**config.mk**
```make
export PLATFORM = sky130hd
export DESIGN_NAME = bcd_serial_addsub
export DESIGN_NICKNAME = d
export VERILOG_FILES = /design/src/rtl/bcd_arith_pkg.sv /design/src/rtl/bcd_nines_comp.sv /design/src/rtl/bcd_digit_adder.sv /design/src/rtl/bcd_operand_check.sv /design/src/rtl/bcd_seq_ctrl.sv /design/src/rtl/bcd_serial_addsub.sv
export SDC_FILE = /design/constraint.sdc
export NUM_CORES = 1
export LEC_CHECK = 0
export ABC_CLOCK_PERIOD_IN_PS = 4700
export BUFFER_PORTS_ARGS = -buffer_cell sky130_fd_sc_hd__buf_2
export CAP_MARGIN = 15
export CORE_ASPECT_RATIO = 0.5
export CORE_MARGIN = 5
export CORE_UTILIZATION = 30
export DETAILED_ROUTE_END_ITERATION = 8
export PLACE_DENSITY = 0.6
export SYNTH_ARGS = -nofsm -noshare
export SYNTH_HDL_FRONTEND = slang
export SYNTH_HIERARCHICAL = 1
export SYNTH_SLANG_ARGS = --single-unit
```
**constraint.sdc**
```tcl
create_clock -name clk -period 4.7 [get_ports clk]
set_clock_uncertainty 0.05 [all_clocks]
set_input_delay 0.94 -clock clk [delete_from_list [all_inputs] [get_ports clk]]
set_output_delay 0.94 -clock clk [all_outputs]
set_load 0.02 [all_outputs]
```
**src/rtl/bcd_arith_pkg.sv**
```systemverilog
// Package: shared types and helpers for the digit-serial BCD unit.
// Assumes 4-bit packed BCD digits.
package bcd_arith_pkg;

    localparam int unsigned DIGIT_W = 4;
    localparam logic [3:0]  DEC_MAX = 4'd9;

    // Sequencer state.
    typedef enum logic {
        SEQ_IDLE = 1'b0,
        SEQ_RUN  = 1'b1
    } seq_state_t;

    // True when a 4-bit code is a legal decimal digit.
    function automatic logic digit_is_bcd(input logic [3:0] d);
        return (d <= DEC_MAX);
    endfunction

endpackage

```
**src/rtl/bcd_nines_comp.sv**
```systemverilog
// Module: bcd_nines_comp
// Forms the nines' complement (9 - d) of one BCD digit when enable is high,
// otherwise passes the digit through. COMP_STYLE picks the gate structure:
//   0 : bitwise inverse of (d + 0110)
//   1 : bitwise inverse of d, plus 1010, carry dropped
// Assumes a legal digit; an illegal digit gives an unspecified code.
module bcd_nines_comp #(
    parameter int unsigned COMP_STYLE = 0
) (
    input  logic [3:0] digit_in,
    input  logic       enable,
    output logic [3:0] digit_out
);

    logic [3:0] comp;

    generate
        if (COMP_STYLE == 0) begin : g_inv_of_sum
            logic [3:0] biased;
            // Bias by six, then invert: 15 - (d + 6) = 9 - d.
            assign biased = digit_in + 4'd6;
            assign comp   = ~biased;
        end else begin : g_inv_plus_ten
            // Invert, then add ten modulo 16: (15 - d) + 10 - 16 = 9 - d.
            assign comp = (~digit_in) + 4'd10;
        end
    endgenerate

    // Select the complemented or the original digit.
    always_comb begin
        digit_out = enable ? comp : digit_in;
    end

endmodule

```
**src/rtl/bcd_digit_adder.sv**
```systemverilog
// Module: bcd_digit_adder
// One decimal digit position: a 4-bit binary add with carry-in, followed by a
// +6 correction when the 5-bit binary sum exceeds 9. The correction condition
// is also the decimal carry out. Assumes both inputs are legal digits.
module bcd_digit_adder (
    input  logic [3:0] x_dig,
    input  logic [3:0] y_dig,
    input  logic       c_in,
    output logic [3:0] s_dig,
    output logic       c_out
);

    logic [4:0] bin_sum;
    logic       fix;

    // Raw binary sum, keeping the fifth bit so that sums of 16..19 are seen.
    always_comb begin
        bin_sum = {1'b0, x_dig} + {1'b0, y_dig} + {4'b0000, c_in};
    end

    // Correction stage: add 0110 on a decimal overflow.
    always_comb begin
        fix   = (bin_sum > 5'd9);
        s_dig = fix ? (bin_sum[3:0] + 4'd6) : bin_sum[3:0];
        c_out = fix;
    end

endmodule

```
**src/rtl/bcd_operand_check.sv**
```systemverilog
// Module: bcd_operand_check
// Flags any digit above 9 in either packed operand. Purely combinational;
// one comparator per digit.
module bcd_operand_check
    import bcd_arith_pkg::*;
#(
    parameter int unsigned K_DIGITS = 4,
    localparam int unsigned W       = 4 * K_DIGITS
) (
    input  logic [W-1:0] a_vec,
    input  logic [W-1:0] b_vec,
    output logic         any_bad
);

    logic [K_DIGITS-1:0] bad_a;
    logic [K_DIGITS-1:0] bad_b;

    generate
        for (genvar i = 0; i < K_DIGITS; i++) begin : g_digit
            // Per-digit legality test on each operand.
            assign bad_a[i] = !digit_is_bcd(a_vec[4*i +: 4]);
            assign bad_b[i] = !digit_is_bcd(b_vec[4*i +: 4]);
        end
    endgenerate

    // Reduce to a single flag.
    always_comb begin
        any_bad = (|bad_a) | (|bad_b);
    end

endmodule

```
**src/rtl/bcd_seq_ctrl.sv**
```systemverilog
// Module: bcd_seq_ctrl
// Sequencer for the digit-serial datapath. In idle it accepts start and
// raises load. It then issues K_DIGITS step cycles, marks the last one, and
// pulses done in the cycle after the last step. A start seen while running is
// ignored.
module bcd_seq_ctrl
    import bcd_arith_pkg::*;
#(
    parameter int unsigned K_DIGITS = 4,
    localparam int unsigned CNT_W   = (K_DIGITS > 1) ? $clog2(K_DIGITS) : 1
) (
    input  logic clk,
    input  logic rst_n,
    input  logic start,
    output logic load,
    output logic step,
    output logic last,
    output logic busy,
    output logic done
);

    localparam logic [CNT_W-1:0] LAST_IDX = CNT_W'(K_DIGITS - 1);

    seq_state_t       state;
    logic [CNT_W-1:0] cnt;

    // Decode the strobes for the datapath.
    always_comb begin
        busy = (state == SEQ_RUN);
        load = start && (state == SEQ_IDLE);
        step = busy;
        last = busy && (cnt == LAST_IDX);
    end

    // State, digit counter and done pulse.
    always_ff @(posedge clk) begin
        if (!rst_n) begin
            state <= SEQ_IDLE;
            cnt   <= '0;
            done  <= 1'b0;
        end else begin
            done <= 1'b0;
            case (state)
                SEQ_IDLE: begin
                    if (start) begin
                        state <= SEQ_RUN;
                        cnt   <= '0;
                    end
                end
                SEQ_RUN: begin
                    if (cnt == LAST_IDX) begin
                        state <= SEQ_IDLE;
                        done  <= 1'b1;
                    end else begin
                        cnt <= cnt + 1'b1;
                    end
                end
                default: state <= SEQ_IDLE;
            endcase
        end
    end

endmodule

```
**src/rtl/bcd_serial_addsub.sv**
```systemverilog
// Module: bcd_serial_addsub (top)
// Digit-serial packed-BCD adder-subtractor. On an accepted start it captures
// the operands and mode, then processes one digit per clock, least significant
// first. Each new result digit enters the top of a result shift register, so
// after K_DIGITS steps the result is aligned. Subtraction adds the nines'
// complement of B with the carry preset to 1. Result and flags are valid from
// done until the next start. Assumes operands are held only for the start
// cycle.
module bcd_serial_addsub
    import bcd_arith_pkg::*;
#(
    parameter int unsigned K_DIGITS   = 4,
    parameter int unsigned COMP_STYLE = 0,
    localparam int unsigned W         = 4 * K_DIGITS
) (
    input  logic         clk,
    input  logic         rst_n,
    input  logic         start,
    input  logic         sub_mode,
    input  logic [W-1:0] a_bcd,
    input  logic [W-1:0] b_bcd,
    output logic         busy,
    output logic         done,
    output logic [W-1:0] result,
    output logic         carry_out,
    output logic         overflow,
    output logic         invalid
);

    logic         load, step, last;
    logic [W-1:0] a_sh, b_sh, res_sh;
    logic         carry_q, sub_q, cout_q, inv_q;
    logic         op_bad;
    logic [3:0]   b_eff, dig_sum;
    logic         dig_cout;
    logic [W+3:0] res_cat;

    // Sequencer.
    bcd_seq_ctrl #(.K_DIGITS(K_DIGITS)) u_ctrl (
        .clk   (clk),
        .rst_n (rst_n),
        .start (start),
        .load  (load),
        .step  (step),
        .last  (last),
        .busy  (busy),
        .done  (done)
    );

    // Operand legality check at load time.
    bcd_operand_check #(.K_DIGITS(K_DIGITS)) u_chk_in (
        .a_vec   (a_bcd),
        .b_vec   (b_bcd),
        .any_bad (op_bad)
    );

    // Nines' complement of the current B digit in subtract mode.
    bcd_nines_comp #(.COMP_STYLE(COMP_STYLE)) u_comp (
        .digit_in  (b_sh[3:0]),
        .enable    (sub_q),
        .digit_out (b_eff)
    );

    // Single decimal digit adder with correction.
    bcd_digit_adder u_add (
        .x_dig (a_sh[3:0]),
        .y_dig (b_eff),
        .c_in  (carry_q),
        .s_dig (dig_sum),
        .c_out (dig_cout)
    );

    // New digit enters the top of the result register.
    always_comb begin
        res_cat = {dig_sum, res_sh};
    end

    // Operand and result shift registers, carry flip-flop and flags.
    always_ff @(posedge clk) begin
        if (!rst_n) begin
            a_sh    <= '0;
            b_sh    <= '0;
            res_sh  <= '0;
            carry_q <= 1'b0;
            sub_q   <= 1'b0;
            cout_q  <= 1'b0;
            inv_q   <= 1'b0;
        end else if (load) begin
            a_sh    <= a_bcd;
            b_sh    <= b_bcd;
            carry_q <= sub_mode;
            sub_q   <= sub_mode;
            cout_q  <= 1'b0;
            inv_q   <= op_bad;
        end else if (step) begin
            a_sh    <= a_sh >> 4;
            b_sh    <= b_sh >> 4;
            res_sh  <= res_cat[W+3:4];
            carry_q <= dig_cout;
            if (last) begin
                cout_q <= dig_cout;
            end
        end
    end

    // Drive the result and status outputs.
    always_comb begin
        result    = res_sh;
        carry_out = cout_q;
        overflow  = cout_q & ~sub_q;
        invalid   = inv_q;
    end

endmodule

```
==> results.txt, run 1 <==
----------------------------------------------------
[Outcome]
  Run status ... completed

[Timing]
  Setup total negative slack ... 0 ns
  Slew of the pin with the lowest slew margin ... slightly below 0.9 ns
  Setup repair after global routing missed its margin ... false
  Shortest clock period the worst path allows after layout ... ~2.9 ns
  Final setup vio count ... 0
  Worst relative slew slack ... 41.2%
  Hold Vio Cnt, Final ... 0
  Number of pins with negative max-slew slack in the final report ... 0
  Final worst path period share ... a little over three fifths
  Highest attainable clock frequency ... roughly 340 MHz

[Place]
  Port Buffer Count ... 56
  Total instance count after detailed placement ... 443
  Post-DP HPWL ... 4.06 mm
  Routability-driven placement congestion ratio ... 0.762

[Logic synthesis]
  Cells after Synth ... 290
  Top cell type by total area after synthesis ... sky130_fd_sc_hd__dfxtp_1
  Dominant cells by area after synthesis ... sky130_fd_sc_hd__dfxtp_1 (42%), sky130_fd_sc_hd__mux2i_1 (11%), sky130_fd_sc_hd__a21oi_1 (6.8%), sky130_fd_sc_hd__nand2_1 (5.1%), sky130_fd_sc_hd__o21ai_0 (4.5%)
  Part of the Yosys area used for sequential elements ... roughly 42%
  Area share of the largest cell type after synthesis ... a little over two fifths
  Most instantiated library cell after synthesis ... sky130_fd_sc_hd__dfxtp_1
  Count of state elements after synthesis ... 56
  Most used flip-flop cell after synthesis ... sky130_fd_sc_hd__dfxtp_1
  Synth top cells by count ... sky130_fd_sc_hd__dfxtp_1 (56), sky130_fd_sc_hd__a21oi_1 (36), sky130_fd_sc_hd__nand2_1 (36), sky130_fd_sc_hd__mux2i_1 (28), sky130_fd_sc_hd__o21ai_0 (24)
  Count of warnings emitted by yosys ... 6
  Share of synthesized flip-flops with an asynchronous set or reset ... 0%
  Number of distinct library cell variants in the gate-level netlist after synthesis ... 38
  Post-synthesis instance area ... 2650 µm²
  Average cell area after synthesis ... roughly 9.1 µm²
  Number of flops mapped to enable cells by yosys ... 0
  Syn Nets ... roughly 340

[Routing]
  DRT Wirelength ... 5.68 mm
  Drt initial violations ... between 90 and 100
  Vias per inst ... 4.55
  Vias after detailed routing ... roughly 2100
  Pre-Repair DR Iteration Count ... 5
  WL per Instance ... around 13 µm
  Residual antenna-violating net count after detailed routing ... 0
  Residual DRC count ... 0

[Setup path]
  Worst endpoint data arrival time ... 3.12 ns
  Crit Path Class ... reg2reg
  Setup slack of the worst register-to-register path ... around 1.8 ns
  Required time worst endpoint ... 4.88 ns
  Reg-to-reg endpoint ... result[14]
  Type of destination of the critical path ... register
  Logic depth of the worst register-to-register path ... 10
  Crit Reg-Reg Startpoint ... sub_q
  Startpoint Class ... register
  Crit-path max FO ... 6

[Clocking]
  Clock tree from TritonCTS ... done
  Hold_buf cts ... 0
  Post-CTS setup-driven buffer insertion count ... 0
  CTS Buf Count ... 5
  Clock root buffer master ... sky130_fd_sc_hd__clkbuf_16
  Clk pin slew, worst setup/hold paths ... 0.07 ns
  Clock latency of the later-clocked register in the worst-skew pair ... around 0.29 ns
  Post-CTS resize count ... 0
  H-Tree Depth ... 2
  CTS Buffer Depth ... 2
  CTS Sinks ... 56

[Finish]
  Diode insertion count for antenna repair ... 0
  Area growth, synth to finish ... 18.1%
  Layout Cells excl Fill ... about 450
  Footprint of the multi-input gates ... about 1400 µm²
  Layout cells sized above 1 ... a little over a fifth
  Layout Nets ... around 380
  Layout filler cell count ... between 900 and 1000
  Total area of sequential cells ... 1120 µm²

[Power and ir drop]
  Internal Pwr Total ... about 850 µW
  Clock network fraction of design power ... between 30% and 40%
  Sw Share ... between 20% and 30%
  Switching pwr ... 310 µW
  Combinational power share ... about 18%
  Static Leakage ... about 1.3 nW
  Power density of the placed cells ... 371 nW/µm²
  Sequential share of power ... 45.4%
  Max IR drop VDD ... roughly 0.16 mV

[Die]
  Die Ht ... about 76 µm
  Die area ... 10900 µm²
  Die width ... ~140 µm
  Initial core utilization ... 30.6%
  Total I/O pin count ... between 50 and 60
  Core region area ... approximately 8600 µm²
  Number of placement rows ... 24

[Job]
  Max-cap violations ... 0

[Min path]
  Number of instances on the worst hold path ... 2
  Hold Startpoint ... result[1]
  Hold Path Sink ... result[1]
  Class of the most critical hold timing path ... reg2reg

[GRT]
  Largest net degree at the start of global routing ... 59
  Number of antenna violations at the first check in global routing ... 0
  Wire length of the first global-routing pass ... around 9.6 mm
  Via count of the first global-routing pass ... approximately 2000
  Overall Global Routing Usage ... 10.8%
  Global-route congestion overflow total ... 0

----------------------------------------------------
-- cell families (layout without fill, tap and decap cells) --
group,after synthesis,after routing,synth area share [%]
compound gates,94,94,20.7
fa+ha+maj,9,9,4.82
xor+xnor,4,4,1.32
simple gates,71,71,14.0
flops,56,56,42.4
mux,29,29,11.0
buf+inv,27,71,5.72
-- sequential cells by signal (all words and copies together) (netlist names) --
signal       count
sub_q            1
result          16
u_ctrl/busy      1
b_sh            16
carry_q          1
a_sh            16
u_ctrl/done      1
invalid          1
carry_out        1
u_ctrl/cnt       2
-- per-stage QoR --
step	worst slack, ns	area (µm²)	hold WS (ns)	util [%]	power, mW
3_3_place_gp	1.84	2960	0.402	34.2	0.745
4_1_cts	1.73	3120	0.419	36.1	1.17
3_5_place_dp	1.75	2960	0.409	34.2	0.748
5_1_grt	1.52	3120	0.448	36.1	1.23
6_report	1.76	3120	0.418	36.1	1.16
2_1_floorplan	1.97	2650	0.405	-	0.699
-- worst max-delay path: stages (launching register included) --
cell and delay (ns):
sky130_fd_sc_hd__dfxtp_1 0.37, sky130_fd_sc_hd__xor2_1 0.19, sky130_fd_sc_hd__fa_1 0.45, sky130_fd_sc_hd__fa_1 0.42
sky130_fd_sc_hd__xnor2_1 0.18, sky130_fd_sc_hd__ha_1 0.24, sky130_fd_sc_hd__a31o_1 0.23, sky130_fd_sc_hd__o31ai_4 0.34
sky130_fd_sc_hd__mux2i_1 0.22, sky130_fd_sc_hd__nand2_1 0.06, sky130_fd_sc_hd__a21boi_1 0.13
-- per-layer routing --
metal / routed length (µm) / part of all wire, % / GRT usage, % / vias to the layer above
met5: 0 / 0 / 0 / -
met3: 294 / 5.2 / 3.70 / 4
met2: 2470 / 44 / 16.2 / 39
li1: - / - / - / 1096
met1: 2880 / 51 / 14.8 / 912
met4: 33 / 0.58 / 2.66 / 0
-- layout make-up --
| type | instances | area share, % |
|---|---|---|
| Timing Repair Buffer | 58 | 9.46 |
| Clock buffer | 5 | 4.01 |
| Clock inverter | 3 | 1.36 |
| Sequential cell | 56 | 35.9 |
| Inverter | 5 | 0.601 |
| Tap cell | 117 | 4.69 |
| Multi-Input combinational cell | 207 | 44.0 |
-- power groups by stage --
stage	Combinational, mW	Clock, mW	Sequential, mW
floorplan	0.160	0	0.539
global placement	0.208	0	0.538
detailed placement	0.209	0	0.538
CTS	0.210	0.437	0.527
global route	0.237	0.460	0.531
finish	0.208	0.424	0.526
-- placed cells by master, fill, tap and decap left out, types with 5 or more instances in the layout --
cell	count
sky130_fd_sc_hd__buf_2	56
sky130_fd_sc_hd__dfxtp_1	55
sky130_fd_sc_hd__a21oi_1	36
sky130_fd_sc_hd__nand2_1	36
sky130_fd_sc_hd__mux2i_1	28
sky130_fd_sc_hd__o21ai_0	24
sky130_fd_sc_hd__nor2b_1	14
sky130_fd_sc_hd__o21ai_1	10
sky130_fd_sc_hd__a21boi_1	10
sky130_fd_sc_hd__nor3b_1	8
sky130_fd_sc_hd__ha_1	7
sky130_fd_sc_hd__a21boi_0	6
sky130_fd_sc_hd__clkbuf_16	5
-- worst max path at each step --
stage               depth (start not counted)  start  slack [ns]          to
finish                                     10  sub_q        1.76  result[14]
global route                               10  sub_q        1.52  result[14]
CTS                                        10  sub_q        1.73  result[14]
detailed placement                         10  sub_q        1.75  result[14]
global placement                           10  sub_q        1.84  result[14]
floorplan                                  10  sub_q        1.97  result[14]
Note: power is estimated with default switching activity, not from simulation.
==> run 2: changes to the inputs <==
ABC_AREA = 1   (was not set)
ABC_CLOCK_PERIOD_IN_PS = 2650   (was 4700)
PLACE_DENSITY = 0.62   (was 0.6)
clock period = 2.65 ns   (was 4.7 ns; I/O delays follow)
==> run 2 against run 1 <==
- non-clock buffer count up 2
- critical path depth rose by 4
- worst setup slack got worse by 1.5 ns
- global-route usage rose by 0.54 points
- sequential power rose by 78%
- area after synthesis is 6.8% higher
- flip-flop and latch count stayed put
- utilization decreased by 0.45 points
- cell area up 6.5%
- clock-buffer cell count rose by 1
- hold slack worse by 0.043 ns
- maximum frequency grew 22%
==> results.txt, run 2 <==
----------------------------------------------------
[Timing]
  Highest attainable clock frequency ... 414 MHz (+22%)
  Worst hold slack ... 0.375 ns (-0.0432 ns)
  Shortest clock period the worst path allows after layout ... 2.42 ns (-0.527 ns)
  Final setup vio count ... 0 (unchanged)
  Setup repair after global routing missed its margin ... false
  Final worst slack ... 0.233 ns (-1.52 ns)
  Final worst path period share ... 91.2% (+29 points)
  Slew of the pin with the lowest slew margin ... 0.646 ns (-0.236 ns)
  Hold Vio Cnt, Final ... 0 (unchanged)
  Setup total negative slack ... 0 ns (unchanged)
  Number of pins with negative max-slew slack in the final report ... 0 (unchanged)
  Worst relative slew slack ... 56.8% (+16 points)

[Place]
  Worst setup slack after placement ... 0.129 ns (-1.62 ns)
  Port Buffer Count ... 56 (unchanged)
  Routability-driven placement congestion ratio ... 0.760 (-0.21%)
  Post-DP HPWL ... 4.73 mm (+17%)
  Area post-placement ... 3150 µm² (+6.5%)
  Total instance count after detailed placement ... 575 (+30%)

[Finish]
  Layout cells sized above 1 ... 19.3% (-2.3 points)
  Layout Cells excl Fill ... 583 (+29%)
  Most common cell after layout, fill and taps aside ... sky130_fd_sc_hd__nand2_1
  Area growth, synth to finish ... 17.7%
  Post-route design area ... 3320 µm² (+6.5%)
  Layout Nets ... 506 (+34%)
  Highest-count cells in the layout ignoring fill and taps ... sky130_fd_sc_hd__nand2_1 (124), sky130_fd_sc_hd__nand3_1 (69), sky130_fd_sc_hd__buf_2 (56)
  Diode insertion count for antenna repair ... 0 (unchanged)
  Core occupancy in the finished layout ... 35.7% (-0.45 points)

[Setup path]
  Largest incremental delay on the critical path ... 0.41 ns (-0.04 ns)
  Crit-path max FO ... 5 (-1)
  Slowest stage cell on the critical path ... sky130_fd_sc_hd__fa_1
  Worst endpoint data arrival time ... 2.56 ns (-0.56 ns)
  Required time worst endpoint ... 2.79 ns (-2.09 ns)
  Crit Path Class ... reg2reg
  Type of destination of the critical path ... register
  CP cell instances ... xor2_1, fa_2, fa_1, inv_1, nand2_2, nand2_2, ha_2, a21oi_4, nand2_4, nand2_4, nand2_1, nand2_1, o21ai_0, nor2_1
  Startpoint Class ... register

[Logic synthesis]
  Share of synthesized flip-flops with an asynchronous set or reset ... 0% (unchanged)
  Post-synthesis instance area ... 2820 µm² (+6.8%)
  Adder and majority cell fraction of the synthesized area ... 4.52% (-0.31 points)
  Count of state elements after synthesis ... 56 (unchanged)
  Count of warnings emitted by yosys ... 6 (unchanged)
  Most used flip-flop cell after synthesis ... sky130_fd_sc_hd__dfxtp_1
  Area share of the largest cell type after synthesis ... 39.7% (-2.7 points)
  Number of distinct library cell variants in the gate-level netlist after synthesis ... 25 (-34%)
  Cells after Synth ... 414 (+43%)
  Post-synthesis share of cell area spent on and, or, nand and nor gates ... 37.4% (+23 points)
  Main combinational cell family by area after synthesis ... simple AND/OR/NAND/NOR gates
  Number of flops mapped to enable cells by yosys ... 0 (unchanged)
  Top cell type by total area after synthesis ... sky130_fd_sc_hd__dfxtp_1
  Share of cell area taken by muxes after synthesis ... 0% (-11 points)
  Syn Nets ... 459 (+37%)
  Average cell area after synthesis ... 6.82 µm² (-25%)
  Complex-gate fraction of the synthesized area ... 6.34% (-14 points)
  Part of the Yosys area used for sequential elements ... 39.7% (-2.7 points)
  Synth top cells by count ... sky130_fd_sc_hd__nand2_1 (125), sky130_fd_sc_hd__nand3_1 (69), sky130_fd_sc_hd__dfxtp_1 (56), sky130_fd_sc_hd__inv_1 (45), sky130_fd_sc_hd__nor2_1 (41)
  Most instantiated library cell after synthesis ... sky130_fd_sc_hd__nand2_1
  Xor/xnor share of the synthesized area ... 0.310% (-1.0 points)
  Dominant cells by area after synthesis ... sky130_fd_sc_hd__dfxtp_1 (40%), sky130_fd_sc_hd__nand2_1 (17%), sky130_fd_sc_hd__nand3_1 (12%), sky130_fd_sc_hd__inv_1 (6.0%), sky130_fd_sc_hd__nor2_1 (5.4%)

[Clocking]
  Clk pin slew, worst setup/hold paths ... 0.08 ns (about the same)
  Post-CTS resize count ... 0 (unchanged)
  Clock tree from TritonCTS ... done
  Clock latency of the later-clocked register in the worst-skew pair ... 0.29 ns (about the same)
  CTS Buf Count ... 5 (unchanged)
  Hold_buf cts ... 0 (unchanged)
  Clock root buffer master ... sky130_fd_sc_hd__clkbuf_16
  Post-CTS setup-driven buffer insertion count ... 0 (unchanged)
  CTS Sinks ... 56 (unchanged)
  CTS Buffer Depth ... 2 (unchanged)
  H-Tree Depth ... 2 (unchanged)

[Routing]
  Pre-Repair DR Iteration Count ... 4 (-1)
  Vias per inst ... 4.39 (-3.5%)
  Drt initial violations ... 156 (+64%)
  Residual DRC count ... 0 (unchanged)
  WL per Instance ... 10.9 µm (-13%)
  DRT Wirelength ... 6.38 mm (+12%)
  Residual antenna-violating net count after detailed routing ... 0 (unchanged)
  Vias after detailed routing ... 2559 (+25%)

[Die]
  Die Ht ... 78.6 µm (+2.9%)
  Core region area ... 9320 µm² (+7.8%)
  Number of placement rows ... 25 (+4.2%)
  Initial core utilization ... 30.3% (-0.29 points)
  Total I/O pin count ... 57 (unchanged)
  Die width ... 147 µm (+3.1%)
  Die area ... 11600 µm² (+6.1%)

[GRT]
  Overall Global Routing Usage ... 11.3% (+0.54 points)
  Largest net degree at the start of global routing ... 33 (-44%)
  Global-route congestion overflow total ... 0 (unchanged)
  Via count of the first global-routing pass ... 2343 (+16%)
  Wire length of the first global-routing pass ... 10.9 mm (+14%)
  Number of antenna violations at the first check in global routing ... 0 (unchanged)

[Min path]
  Class of the most critical hold timing path ... in2reg

[Power and ir drop]
  Pwr Total ... 2.12 mW (+83%)
  Max IR drop VDD ... 0.193 mV (+22%)
  Static Leakage ... 1.78 nW (+41%)
  Power density of the placed cells ... 637 nW/µm² (+72%)

[Job]
  Max-cap violations ... 0 (unchanged)

[Outcome]
  Run status ... completed

----------------------------------------------------
-- run 2: path summary, 6_finish.rpt --
| check | startpoint | to | slack, ns | cells after the start |
|---|---|---|---|---|
| worst max-delay path | sub_q | result[14] | 0.23 | 14 |
| worst min-delay path | a_bcd[12] | a_sh[12] | 0.38 | 3 |
| worst max register to register | sub_q | result[14] | 0.23 | 14 |
| worst min register to register | invalid | invalid | 0.41 | 2 |
-- run 2: logic make-up (layout without fill, tap and decap cells) --
logic type,after synthesis,count (layout)
AND/OR/NAND/NOR,246,246
buffers and inverters,70,118
flip-flops,56,56
AO/OA/AOI/OAI,32,32
adder cells (fa/ha/maj),9,9
XOR/XNOR,1,1
-- run 2: layout make-up --
class / count / area, µm²
Tap cell: 121 / 151
Timing Repair Buffer: 60 / 310
Clock buffer: 6 / 129
Fill cell: 1011 / 6000
Sequential cell: 56 / 1120
Inverter: 50 / 193
Multi-Input combinational cell: 288 / 1380
Clock inverter: 2 / 38.8
-- run 2: layer usage --
| layer | wire [µm] | part of all wire [%] | up-vias | GRT usage [%] |
|---|---|---|---|---|
| met5 | 0 | 0 | - | 0 |
| met4 | 52 | 0.82 | 0 | 2.23 |
| met3 | 406 | 6.4 | 4 | 3.58 |
| met2 | 2870 | 45 | 46 | 18.5 |
| met1 | 3050 | 48 | 1125 | 14.8 |
| li1 | - | - | 1384 | - |
-- run 2: worst max-delay path: cells and delay by family (launching register included) --
kind                       cells  cell delay [ns]
DFF                            1             0.32
buffers and inverters          1             0.08
adders and majority gates      3             1.03
AOI/OAI and AO/OA              2             0.19
and+or+nand+nor                7             0.46
xor gates and xnor gates       1             0.17
-- run 2: power by group --
| group | switching (mW) | internal [mW] |
|---|---|---|
| clock network | 0.316 | 0.451 |
| logic | 0.266 | 0.149 |
| registers | 0.0364 | 0.900 |
